==> src/rtl/usb_hcirq_pkg.sv <==
package usb_hcirq_pkg;
  localparam int STAT_W = 14;
  localparam int REG_W  = 32;

  localparam int B_XFER   = 0;
  localparam int B_HALT   = 1;
  localparam int B_BUSERR = 2;
  localparam int B_STALL  = 3;
  localparam int B_NAK    = 4;
  localparam int B_ACK    = 5;
  localparam int B_NYET   = 6;
  localparam int B_XACT   = 7;
  localparam int B_BABBLE = 8;
  localparam int B_FRMOVR = 9;
  localparam int B_TOGGLE = 10;
  localparam int B_BNA    = 11;
  localparam int B_XCS    = 12;
  localparam int B_ROLL   = 13;

  typedef logic [STAT_W-1:0] stat_t;

  typedef struct packed {
    logic xfer_ok;
    logic desc_done;
    logic desc_ioc;
    logic desc_eol;
    logic halt_req;
    logic bus_err;
    logic stall;
    logic nak;
    logic ack;
    logic nyet;
    logic xact_err;
    logic babble;
    logic frm_ovr;
    logic tgl_err;
    logic desc_notready;
    logic list_roll;
    logic data_rx;
  } chan_ev_t;

  // bits that exist only with descriptor-list DMA
  function automatic stat_t sg_only_bits();
    stat_t m;
    m = '0;
    for (int i = B_BNA; i <= B_ROLL; i++) m[i] = 1'b1;
    return m;
  endfunction

  // per-packet bits kept off the interrupt in descriptor-list DMA
  function automatic stat_t pkt_bits();
    stat_t m;
    m = '0;
    for (int i = B_STALL; i <= B_TOGGLE; i++) m[i] = 1'b1;
    return m;
  endfunction

  function automatic stat_t irq_allow(input logic sg);
    return sg ? ~pkt_bits() : ~sg_only_bits();
  endfunction

  function automatic stat_t read_view(input logic sg, input stat_t q);
    return sg ? q : (q & ~sg_only_bits());
  endfunction

  function automatic logic w1c_next(input logic q, input logic clr, input logic set);
    return (q & ~clr) | set;
  endfunction
endpackage

==> src/rtl/hcirq_err_counter.sv <==
module hcirq_err_counter #(
  parameter int LIMIT = 3,
  localparam int CNT_W = (LIMIT > 1) ? $clog2(LIMIT) : 1
) (
  input  logic             clk,
  input  logic             rst_n,
  input  logic             err,
  input  logic             ok,
  output logic             hit,
  output logic [CNT_W-1:0] cnt
);
  logic at_last;

  assign at_last = (cnt == CNT_W'(LIMIT - 1));
  assign hit     = err & ~ok & at_last;

  always_ff @(posedge clk or negedge rst_n) begin
    if (!rst_n)        cnt <= '0;
    else if (ok)       cnt <= '0;
    else if (err) begin
      if (at_last)     cnt <= '0;
      else             cnt <= cnt + 1'b1;
    end
  end
endmodule

==> src/rtl/hcirq_set_logic.sv <==
module hcirq_set_logic
  import usb_hcirq_pkg::*;
(
  input  chan_ev_t ev,
  input  logic     sg,
  input  logic     dma_en,
  input  logic     iso,
  input  logic     run_hit,
  output stat_t    set_vec
);
  logic bus_err_ok, xcs_set, bna_set, halt_sg;

  assign bus_err_ok = ev.bus_err & dma_en;
  assign xcs_set    = sg & ~iso & run_hit;
  assign bna_set    = sg & ~iso & ev.desc_notready;
  assign halt_sg    = (ev.desc_done & ev.desc_eol) | bus_err_ok | xcs_set
                    | ev.babble | ev.stall;

  always_comb begin
    set_vec           = '0;
    set_vec[B_XFER]   = sg ? (ev.desc_done & ev.desc_ioc) : ev.xfer_ok;
    set_vec[B_HALT]   = sg ? halt_sg : ev.halt_req;
    set_vec[B_BUSERR] = bus_err_ok;
    set_vec[B_STALL]  = ev.stall;
    set_vec[B_NAK]    = ev.nak;
    set_vec[B_ACK]    = ev.ack;
    set_vec[B_NYET]   = ev.nyet;
    set_vec[B_XACT]   = ev.xact_err;
    set_vec[B_BABBLE] = ev.babble;
    set_vec[B_FRMOVR] = ev.frm_ovr;
    set_vec[B_TOGGLE] = ev.tgl_err;
    set_vec[B_BNA]    = bna_set;
    set_vec[B_XCS]    = xcs_set;
    set_vec[B_ROLL]   = sg & ev.list_roll;
  end
endmodule

==> src/rtl/hcirq_status_reg.sv <==
module hcirq_status_reg #(
  parameter int W = 14
) (
  input  logic         clk,
  input  logic         rst_n,
  input  logic [W-1:0] set_vec,
  input  logic [W-1:0] clr_vec,
  output logic [W-1:0] q
);
  for (genvar i = 0; i < W; i++) begin : g_bit
    always_ff @(posedge clk or negedge rst_n) begin
      if (!rst_n) q[i] <= 1'b0;
      else        q[i] <= usb_hcirq_pkg::w1c_next(q[i], clr_vec[i], set_vec[i]);
    end
  end
endmodule

==> src/rtl/hcirq_irq_filter.sv <==
module hcirq_irq_filter
  import usb_hcirq_pkg::*;
(
  input  stat_t status,
  input  stat_t enable,
  input  logic  sg,
  output stat_t eligible,
  output logic  irq
);
  assign eligible = status & enable & irq_allow(sg);
  assign irq      = |eligible;
endmodule

==> src/rtl/usb_hc_chan_irq.sv <==
module usb_hc_chan_irq
  import usb_hcirq_pkg::*;
#(
  parameter int ERR_LIMIT = 3,
  parameter int ADDR_W    = 2,
  parameter int STAT_IDX  = 0,
  parameter int MASK_IDX  = 1,
  localparam int CNT_W    = (ERR_LIMIT > 1) ? $clog2(ERR_LIMIT) : 1
) (
  input  logic              clk,
  input  logic              rst_n,
  input  logic              sg_mode,
  input  logic              dma_en,
  input  logic              iso_chan,
  input  logic              ev_xfer_ok,
  input  logic              ev_desc_done,
  input  logic              ev_desc_ioc,
  input  logic              ev_desc_eol,
  input  logic              ev_halt_req,
  input  logic              ev_bus_err,
  input  logic              ev_stall,
  input  logic              ev_nak,
  input  logic              ev_ack,
  input  logic              ev_nyet,
  input  logic              ev_xact_err,
  input  logic              ev_babble,
  input  logic              ev_frm_ovr,
  input  logic              ev_tgl_err,
  input  logic              ev_desc_notready,
  input  logic              ev_list_roll,
  input  logic              ev_data_rx,
  input  logic              reg_we,
  input  logic [ADDR_W-1:0] reg_addr,
  input  logic [REG_W-1:0]  reg_wdata,
  output logic [REG_W-1:0]  reg_rdata,
  output logic              chan_irq
);
  chan_ev_t         ev;
  stat_t            set_vec;
  stat_t            clr_vec;
  stat_t            status_q;
  stat_t            enable_q;
  stat_t            eligible;
  logic             run_hit;
  logic             handshake_ok;
  logic [CNT_W-1:0] err_cnt;
  logic             wr_stat, wr_mask;

  assign ev = '{xfer_ok: ev_xfer_ok, desc_done: ev_desc_done, desc_ioc: ev_desc_ioc,
                desc_eol: ev_desc_eol, halt_req: ev_halt_req, bus_err: ev_bus_err,
                stall: ev_stall, nak: ev_nak, ack: ev_ack, nyet: ev_nyet,
                xact_err: ev_xact_err, babble: ev_babble, frm_ovr: ev_frm_ovr,
                tgl_err: ev_tgl_err, desc_notready: ev_desc_notready,
                list_roll: ev_list_roll, data_rx: ev_data_rx};

  assign handshake_ok = ev_ack | ev_data_rx;
  assign wr_stat      = reg_we & (reg_addr == ADDR_W'(STAT_IDX));
  assign wr_mask      = reg_we & (reg_addr == ADDR_W'(MASK_IDX));
  assign clr_vec      = wr_stat ? reg_wdata[STAT_W-1:0] : '0;

  hcirq_err_counter #(.LIMIT(ERR_LIMIT)) u_errcnt (
    .clk   (clk),
    .rst_n (rst_n),
    .err   (ev_xact_err),
    .ok    (handshake_ok),
    .hit   (run_hit),
    .cnt   (err_cnt)
  );

  hcirq_set_logic u_set (
    .ev      (ev),
    .sg      (sg_mode),
    .dma_en  (dma_en),
    .iso     (iso_chan),
    .run_hit (run_hit),
    .set_vec (set_vec)
  );

  hcirq_status_reg #(.W(STAT_W)) u_stat (
    .clk     (clk),
    .rst_n   (rst_n),
    .set_vec (set_vec),
    .clr_vec (clr_vec),
    .q       (status_q)
  );

  always_ff @(posedge clk or negedge rst_n) begin
    if (!rst_n)       enable_q <= '0;
    else if (wr_mask) enable_q <= reg_wdata[STAT_W-1:0];
  end

  hcirq_irq_filter u_filt (
    .status   (status_q),
    .enable   (enable_q),
    .sg       (sg_mode),
    .eligible (eligible),
    .irq      (chan_irq)
  );

  always_comb begin
    reg_rdata = '0;
    if (reg_addr == ADDR_W'(STAT_IDX))      reg_rdata[STAT_W-1:0] = read_view(sg_mode, status_q);
    else if (reg_addr == ADDR_W'(MASK_IDX)) reg_rdata[STAT_W-1:0] = enable_q;
  end
endmodule

==> config.mk <==
export PLATFORM = sky130hd
export DESIGN_NAME = usb_hc_chan_irq
export DESIGN_NICKNAME = d
export VERILOG_FILES = /design/src/rtl/usb_hcirq_pkg.sv /design/src/rtl/hcirq_err_counter.sv /design/src/rtl/hcirq_set_logic.sv /design/src/rtl/hcirq_status_reg.sv /design/src/rtl/hcirq_irq_filter.sv /design/src/rtl/usb_hc_chan_irq.sv
export SDC_FILE = /design/constraint.sdc
export NUM_CORES = 1
export LEC_CHECK = 0
export BUFFER_PORTS_ARGS = -buffer_cell sky130_fd_sc_hd__buf_2
export CAP_MARGIN = 10
export CORE_ASPECT_RATIO = 1.25
export CORE_MARGIN = 5
export CORE_UTILIZATION = 35
export CTS_CLUSTER_SIZE = 8
export DETAILED_ROUTE_END_ITERATION = 6
export HOLD_SLACK_MARGIN = 0.06
export PLACE_DENSITY = 0.7
export SLEW_MARGIN = 0
export SYNTH_ARGS = -nofsm -noshare
export SYNTH_HDL_FRONTEND = slang
export SYNTH_SLANG_ARGS = --single-unit
export TNS_END_PERCENT = 100
==> constraint.sdc <==
create_clock -name clk -period 1.25 [get_ports clk]
set_input_delay 0.25 -clock clk [delete_from_list [all_inputs] [get_ports clk]]
set_output_delay 0.25 -clock clk [all_outputs]
set_load 0.02 [all_outputs]
==> out/metrics.yaml, run 1 <==
status: "finished with violations"
violations: "negative setup slack"
dr_wl_met3_um: 247
end_kind: "output pin"
clock_path_buffers: 2
synth_top_family_by_area: "multiplexers"
rr_endpoint: "u_stat.q[1]"
clk_pin_slew_ns: 0.07
crit_cells: 5
setup_viol: 15
dp_slack_ns: -0.323
cp.required_ns: 1.00
layout_min_cycle_time_ns: 1.85
combPwrFrac_pct: 31.4
rsz0062_at_grt: "yes"
hold_violations: 0
start_kind: "flip-flop"
path_class: "reg2out"
rrSetupSlack_ns: 0.09
cp.buffers_inverters: 1
synthXorXnorAreaFrac_pct: 0
place_area_mm2: 0.00224
max_cap_violations: 0
syn_area_mm2: 0.00170
final_core_util_pct: 53.8
synth_top_area_cell: "dfrtp_1"
synth_adder_area_share_pct: 0
synth_compound_area_share_pct: 10.4
cts_sinks: 30
track_usage_pct: 14.4
final.fill_count: 450
first_iter_violations: 70
viasPerCell: 4.61
crit_path_max_fanout: 3
synthMuxAreaShare_pct: 19.2
cts_root_buffer: "clkbuf_8"
irDropWorstVdd_mv: 0.589
p_sw_share_pct: 28.9
wl_per_cell_um: 13.8
dp_hpwl_um: 3350
min_period_over_period_pct: 148
yosysWarningCount: 0
critPathTopFamily: "compound AO/OA/AOI/OAI gates"
final_nets: 310
syn_inst: 158
grt_pass1_vias: 1468
p_leak_nw: 1.25
synth_cell_types: 28
power_density_mw_per_mm2: 1120
gp_congestion: 0.752
design_area_mm2: 0.00254
vias: 1449
slowest_stage: "dfrtp_1"
drive_above_1_share_pct: 55.1
cp.arrival_ns: 1.60
grt_max_degree: 31
overflow: 0
htreeDepth: 2
io_pins: 90
hold_end: "u_stat.q[9]"
rows: 28
multi_input_area_um2: 912
fmax_mhz: 541
synth_area_leaders: "dfrtp_1, mux2_4, buf_4"
synth-seq-cells: 30
final_antenna_net_count: 0
antenna_found_initial: 0
syn_area_per_cell_um2: 10.8
grt_pass1_wl_um: 7040
crit_path_cell_trace: "a222oi_1 -> nand3_1 -> a211oi_2 -> o21ai_2 -> buf_2"
syn2layout_area_growth_pct: 49.5
drt_wl_total_um: 4330
clk_latency_ns: 0.28
r2r-start: "u_errcnt.cnt[0]"
die_h_um: 88.0
core_region_area_mm2: 0.00473
layout_common_cells: "buf_2, dfrtp_1, buf_4"
wl_met1_um: 1750
initial_core_util_pct: 36.0
min_path_cells: 2
synthSimpleGateAreaFrac_pct: 14.9
skew_ns: 0.00158
hold_path_class: "in2reg"
p_sw_w: 0.000826
seq_area_frac_synth_pct: 44.1
clkPwrFrac_pct: 27.7
drc: 0
first_pass_iters: 4
port_buffers: 53
cpPeakStageDelay_ns: 0.40
timing.final.ws_setup_ns: -0.600
wl_met2_um: 2280
p_int_w: 0.00203
antenna_cells: 0
seqPwrFrac_pct: 40.8
synth_top_area_share_pct: 44.1
cts_tree: "done"
final_common_cell: "buf_2"
rr_worst_depth: 4
min-delay-start: "ev_frm_ovr"
holdWs_ns: 0.152
die_w_um: 72.4
top_layer: "met4"
regArea_um2: 751
die-area_mm2: 0.00636
cts_made_buffers: 5
drv_slew: 0
==> cell usage after synthesis <==
master and n:
dfrtp_1 30, nand2_1 23, buf_4 18, nor2_1 17, mux2i_1 12, mux2_4 10
a21o_1 9, a22oi_1 5, mux2_2 5, nand3_1 4, a211oi_1 2, a222oi_1 2
a22o_1 2, buf_2 2, buf_6 2, nor2b_1 2, nor3_1 2, a21oi_1 1
a41oi_1 1, and3_1 1, buf_12 1, clkbuf_1 1, conb_1 1, nand2b_1 1
nand3b_4 1, nor3b_4 1, nor4b_1 1, o21ai_0 1
==> logic make-up after synthesis <==
family / Yosys count
other cells: 1
mux: 27
buf+inv: 24
flops: 30
simple gates: 53
compound gates: 23
==> sequential cells by signal, indices dropped and copies added, names as in the netlist <==
signal,cells
enable_q,14
u_stat.q,14
u_errcnt.cnt,2
==> stage by stage <==
step / setup TNS (ns) / total power [W] / std cells
final: -2.29 / 0.00286 / 314
after CTS: -2.54 / 0.00285 / 312
after floorplan: -0.0994 / 0.00164 / 175
after global placement: -0.742 / 0.00193 / 300
after global routing: -3.22 / 0.00300 / 314
after detailed placement: -0.883 / 0.00195 / 300
==> layout make-up <==
cell class / instances / area share [%]
clock inverter: 1 / 0.197
timing repair buffer: 95 / 28.1
tap: 60 / 2.95
sequential: 30 / 29.5
multi-input combinational: 121 / 35.9
clock buffer: 7 / 3.39
==> how the worst max path moves through the flow <==
| stage | from | endpoint | slack, ns |
|---|---|---|---|
| 5_1_grt | u_stat.q[9] | chan_irq | -0.70 |
| 4_1_cts | u_stat.q[9] | chan_irq | -0.63 |
| 3_5_place_dp | u_stat.q[9] | chan_irq | -0.32 |
| 3_3_place_gp | u_stat.q[9] | chan_irq | -0.27 |
| 6_report | u_stat.q[9] | chan_irq | -0.60 |
| 2_1_floorplan | u_stat.q[9] | chan_irq | -0.1 |
==> power groups by stage <==
stage,Clock [W],Combinational [W],Sequential [W]
3_3_place_gp,0,0.000763,0.00117
6_report,0.000793,0.000898,0.00117
5_1_grt,0.000849,0.000967,0.00118
4_1_cts,0.000814,0.000874,0.00116
2_1_floorplan,0,0.000472,0.00117
3_5_place_dp,0,0.000776,0.00117
==> layer usage <==
| layer | up-vias | global-route usage, % |
|---|---|---|
| met4 | 0 | 5.13 |
| met2 | 44 | 25.1 |
| li1 | 704 | - |
| met1 | 697 | 17.3 |
| met5 | - | 0 |
| met3 | 4 | 3.21 |
==> what timing repair did <==
action                                  4_1_cts  5_1_grt
pin swaps                                     8        6
hold endpoints to repair                     30        0
endpoints found under the setup margin       16       16
hold buffers                                  1        0
gates resized for setup                      37        7
buffers inserted                              3        2
No activity file was read; power rests on OpenSTA's default activity.
==> run 2, diff against run 1 <==
--- a/config.mk
+++ b/config.mk
@@ -13,7 +13,7 @@
 export CTS_CLUSTER_SIZE = 8
 export DETAILED_ROUTE_END_ITERATION = 6
 export HOLD_SLACK_MARGIN = 0.06
-export PLACE_DENSITY = 0.7
+export PLACE_DENSITY = 0.71
 export SLEW_MARGIN = 0
 export SYNTH_ARGS = -nofsm -noshare
 export SYNTH_HDL_FRONTEND = slang
==> run 2 against run 1 <==
Effect of this change:
- the flow still finishes with violations (negative setup slack)
- sequential share of layout area is 0.41 points higher
- clock-buffer cell count stayed put
- final cell count is 1.3% lower
- utilization is 0.74 points lower
- clock power is 12% lower
- sequential power hardly changed
- wire length is 3.0% lower
- combinational power is 2.4% lower
- critical endpoint unchanged
- largest power group unchanged
==> out/metrics.yaml, run 2 (same netlist as run 1, synthesis figures left out) <==
status: "finished with violations"
violations: "negative setup slack"
dp_slack_ns: -0.302
first_pass_iters: 4
power_density_mw_per_mm2: 1090
clock_path_buffers: 2
clk_latency_ns: 0.27
end_kind: "output pin"
grt_max_degree: 31
vias: 1430
start_kind: "flip-flop"
viasPerCell: 4.61
die-area_mm2: 0.00636
final_antenna_net_count: 0
drc: 0
first_iter_violations: 51
clk_pin_slew_ns: 0.06
crit_path_max_fanout: 3
cp.required_ns: 1.00
layout_min_cycle_time_ns: 1.84
setup_viol: 15
grt_pass1_vias: 1398
fin_cells: 310
fmax_mhz: 545
final.fill_count: 466
grt_pass1_wl_um: 6410
initial_core_util_pct: 36.0
cts_tree: "done"
cts_root_buffer: "clkbuf_8"
layout_common_cells: "buf_2, dfrtp_1, buf_4"
io_pins: 90
rr_worst_depth: 4
cts_made_buffers: 5
rsz0062_at_grt: "yes"
min-delay-start: "ev_tgl_err"
reg.largest.list: "enable_q (14), u_stat.q (14), u_errcnt.cnt (2)"
hold_violations: 0
p_total_w: 0.00275
htreeDepth: 2
fin_tns_setup_ns: -2.09
drt_wl_total_um: 4200
final_common_cell: "buf_2"
rows: 28
path_class: "reg2out"
dp_hpwl_um: 3310
r2r-start: "u_errcnt.cnt[0]"
rrSetupSlack_ns: 0.10
rr_endpoint: "u_stat.q[1]"
port_buffers: 53
max_cap_violations: 0
antenna_found_initial: 0
hold_path_class: "in2reg"
cts_sinks: 30
overflow: 0
gp_congestion: 0.759
cp.arrival_ns: 1.59
track_usage_pct: 13.3
dp_cells: 298
syn2layout_area_growth_pct: 47.4
core_region_area_mm2: 0.00473
wl_per_cell_um: 13.5
die_h_um: 88.0
die_w_um: 72.4
hold_end: "u_stat.q[10]"
min_path_cells: 2
min_period_over_period_pct: 147
antenna_cells: 0
drv_slew: 0
drive_above_1_share_pct: 53.6
skew_ns: 0.000966
timing.final.ws_setup_ns: -0.586
p_leak_nw: 1.22
final_nets: 307
holdWs_ns: 0.159
irDropWorstVdd_mv: 0.588
run 2: per-layer routing:
layer / wire length (µm) / vias to the layer above / track usage (%) / part of all wire (%)
met2: 2260 / 43 / 24.2 / 54
met5: 0 / - / 0 / 0
met3: 281 / 4 / 3.44 / 6.7
met4: 29 / 0 / 4.10 / 0.69
met1: 1630 / 683 / 15.1 / 39
li1: - / 700 / - / -
run 2: metrics by stage:
step,util [%],area [µm²]
final,53.0,2510
after global routing,53.0,2510
after CTS,52.1,2460
after detailed placement,47.3,2240
after global placement,47.3,2240
after floorplan,-,1800
run 2: worst max path at each step:
| stage | from | to | slack (ns) | cells past startpoint |
|---|---|---|---|---|
| 6_report | u_stat.q[9] | chan_irq | -0.59 | 5 |
| 4_1_cts | u_stat.q[9] | chan_irq | -0.60 | 5 |
| 3_3_place_gp | u_stat.q[9] | chan_irq | -0.29 | 5 |
| 3_5_place_dp | u_stat.q[9] | chan_irq | -0.30 | 5 |
| 5_1_grt | u_stat.q[9] | chan_irq | -0.70 | 5 |
| 2_1_floorplan | u_stat.q[9] | chan_irq | -0.1 | 4 |
run 2: worst max-delay path: stages, from the launching register on:
cell	delay (ns)
dfrtp_1	0.39
a222oi_1	0.34
nand3_1	0.12
a211oi_2	0.21
o21ai_2	0.09
buf_2	0.17
run 2: power by group:
group | internal (W) | switching [W]
clock | 0.000382 | 0.000319
sequential | 0.00108 | 0.0000846
combinational | 0.000486 | 0.000390
run 2: cell type report:
type	count	area, µm²	area share [%]
multi-input combinational	121	917	36.6
sequential	30	751	29.9
timing repair buffer	92	689	27.5
clock buffer	7	76.3	3.04
tap	60	75.1	2.99
run 2: timing repair:
item	in CTS	in global routing
hold buffers	1	0
endpoints found under the setup margin	16	16
pin swaps	7	7
buffers inserted	3	4
gates resized for setup	32	9
hold endpoints to repair	30	0
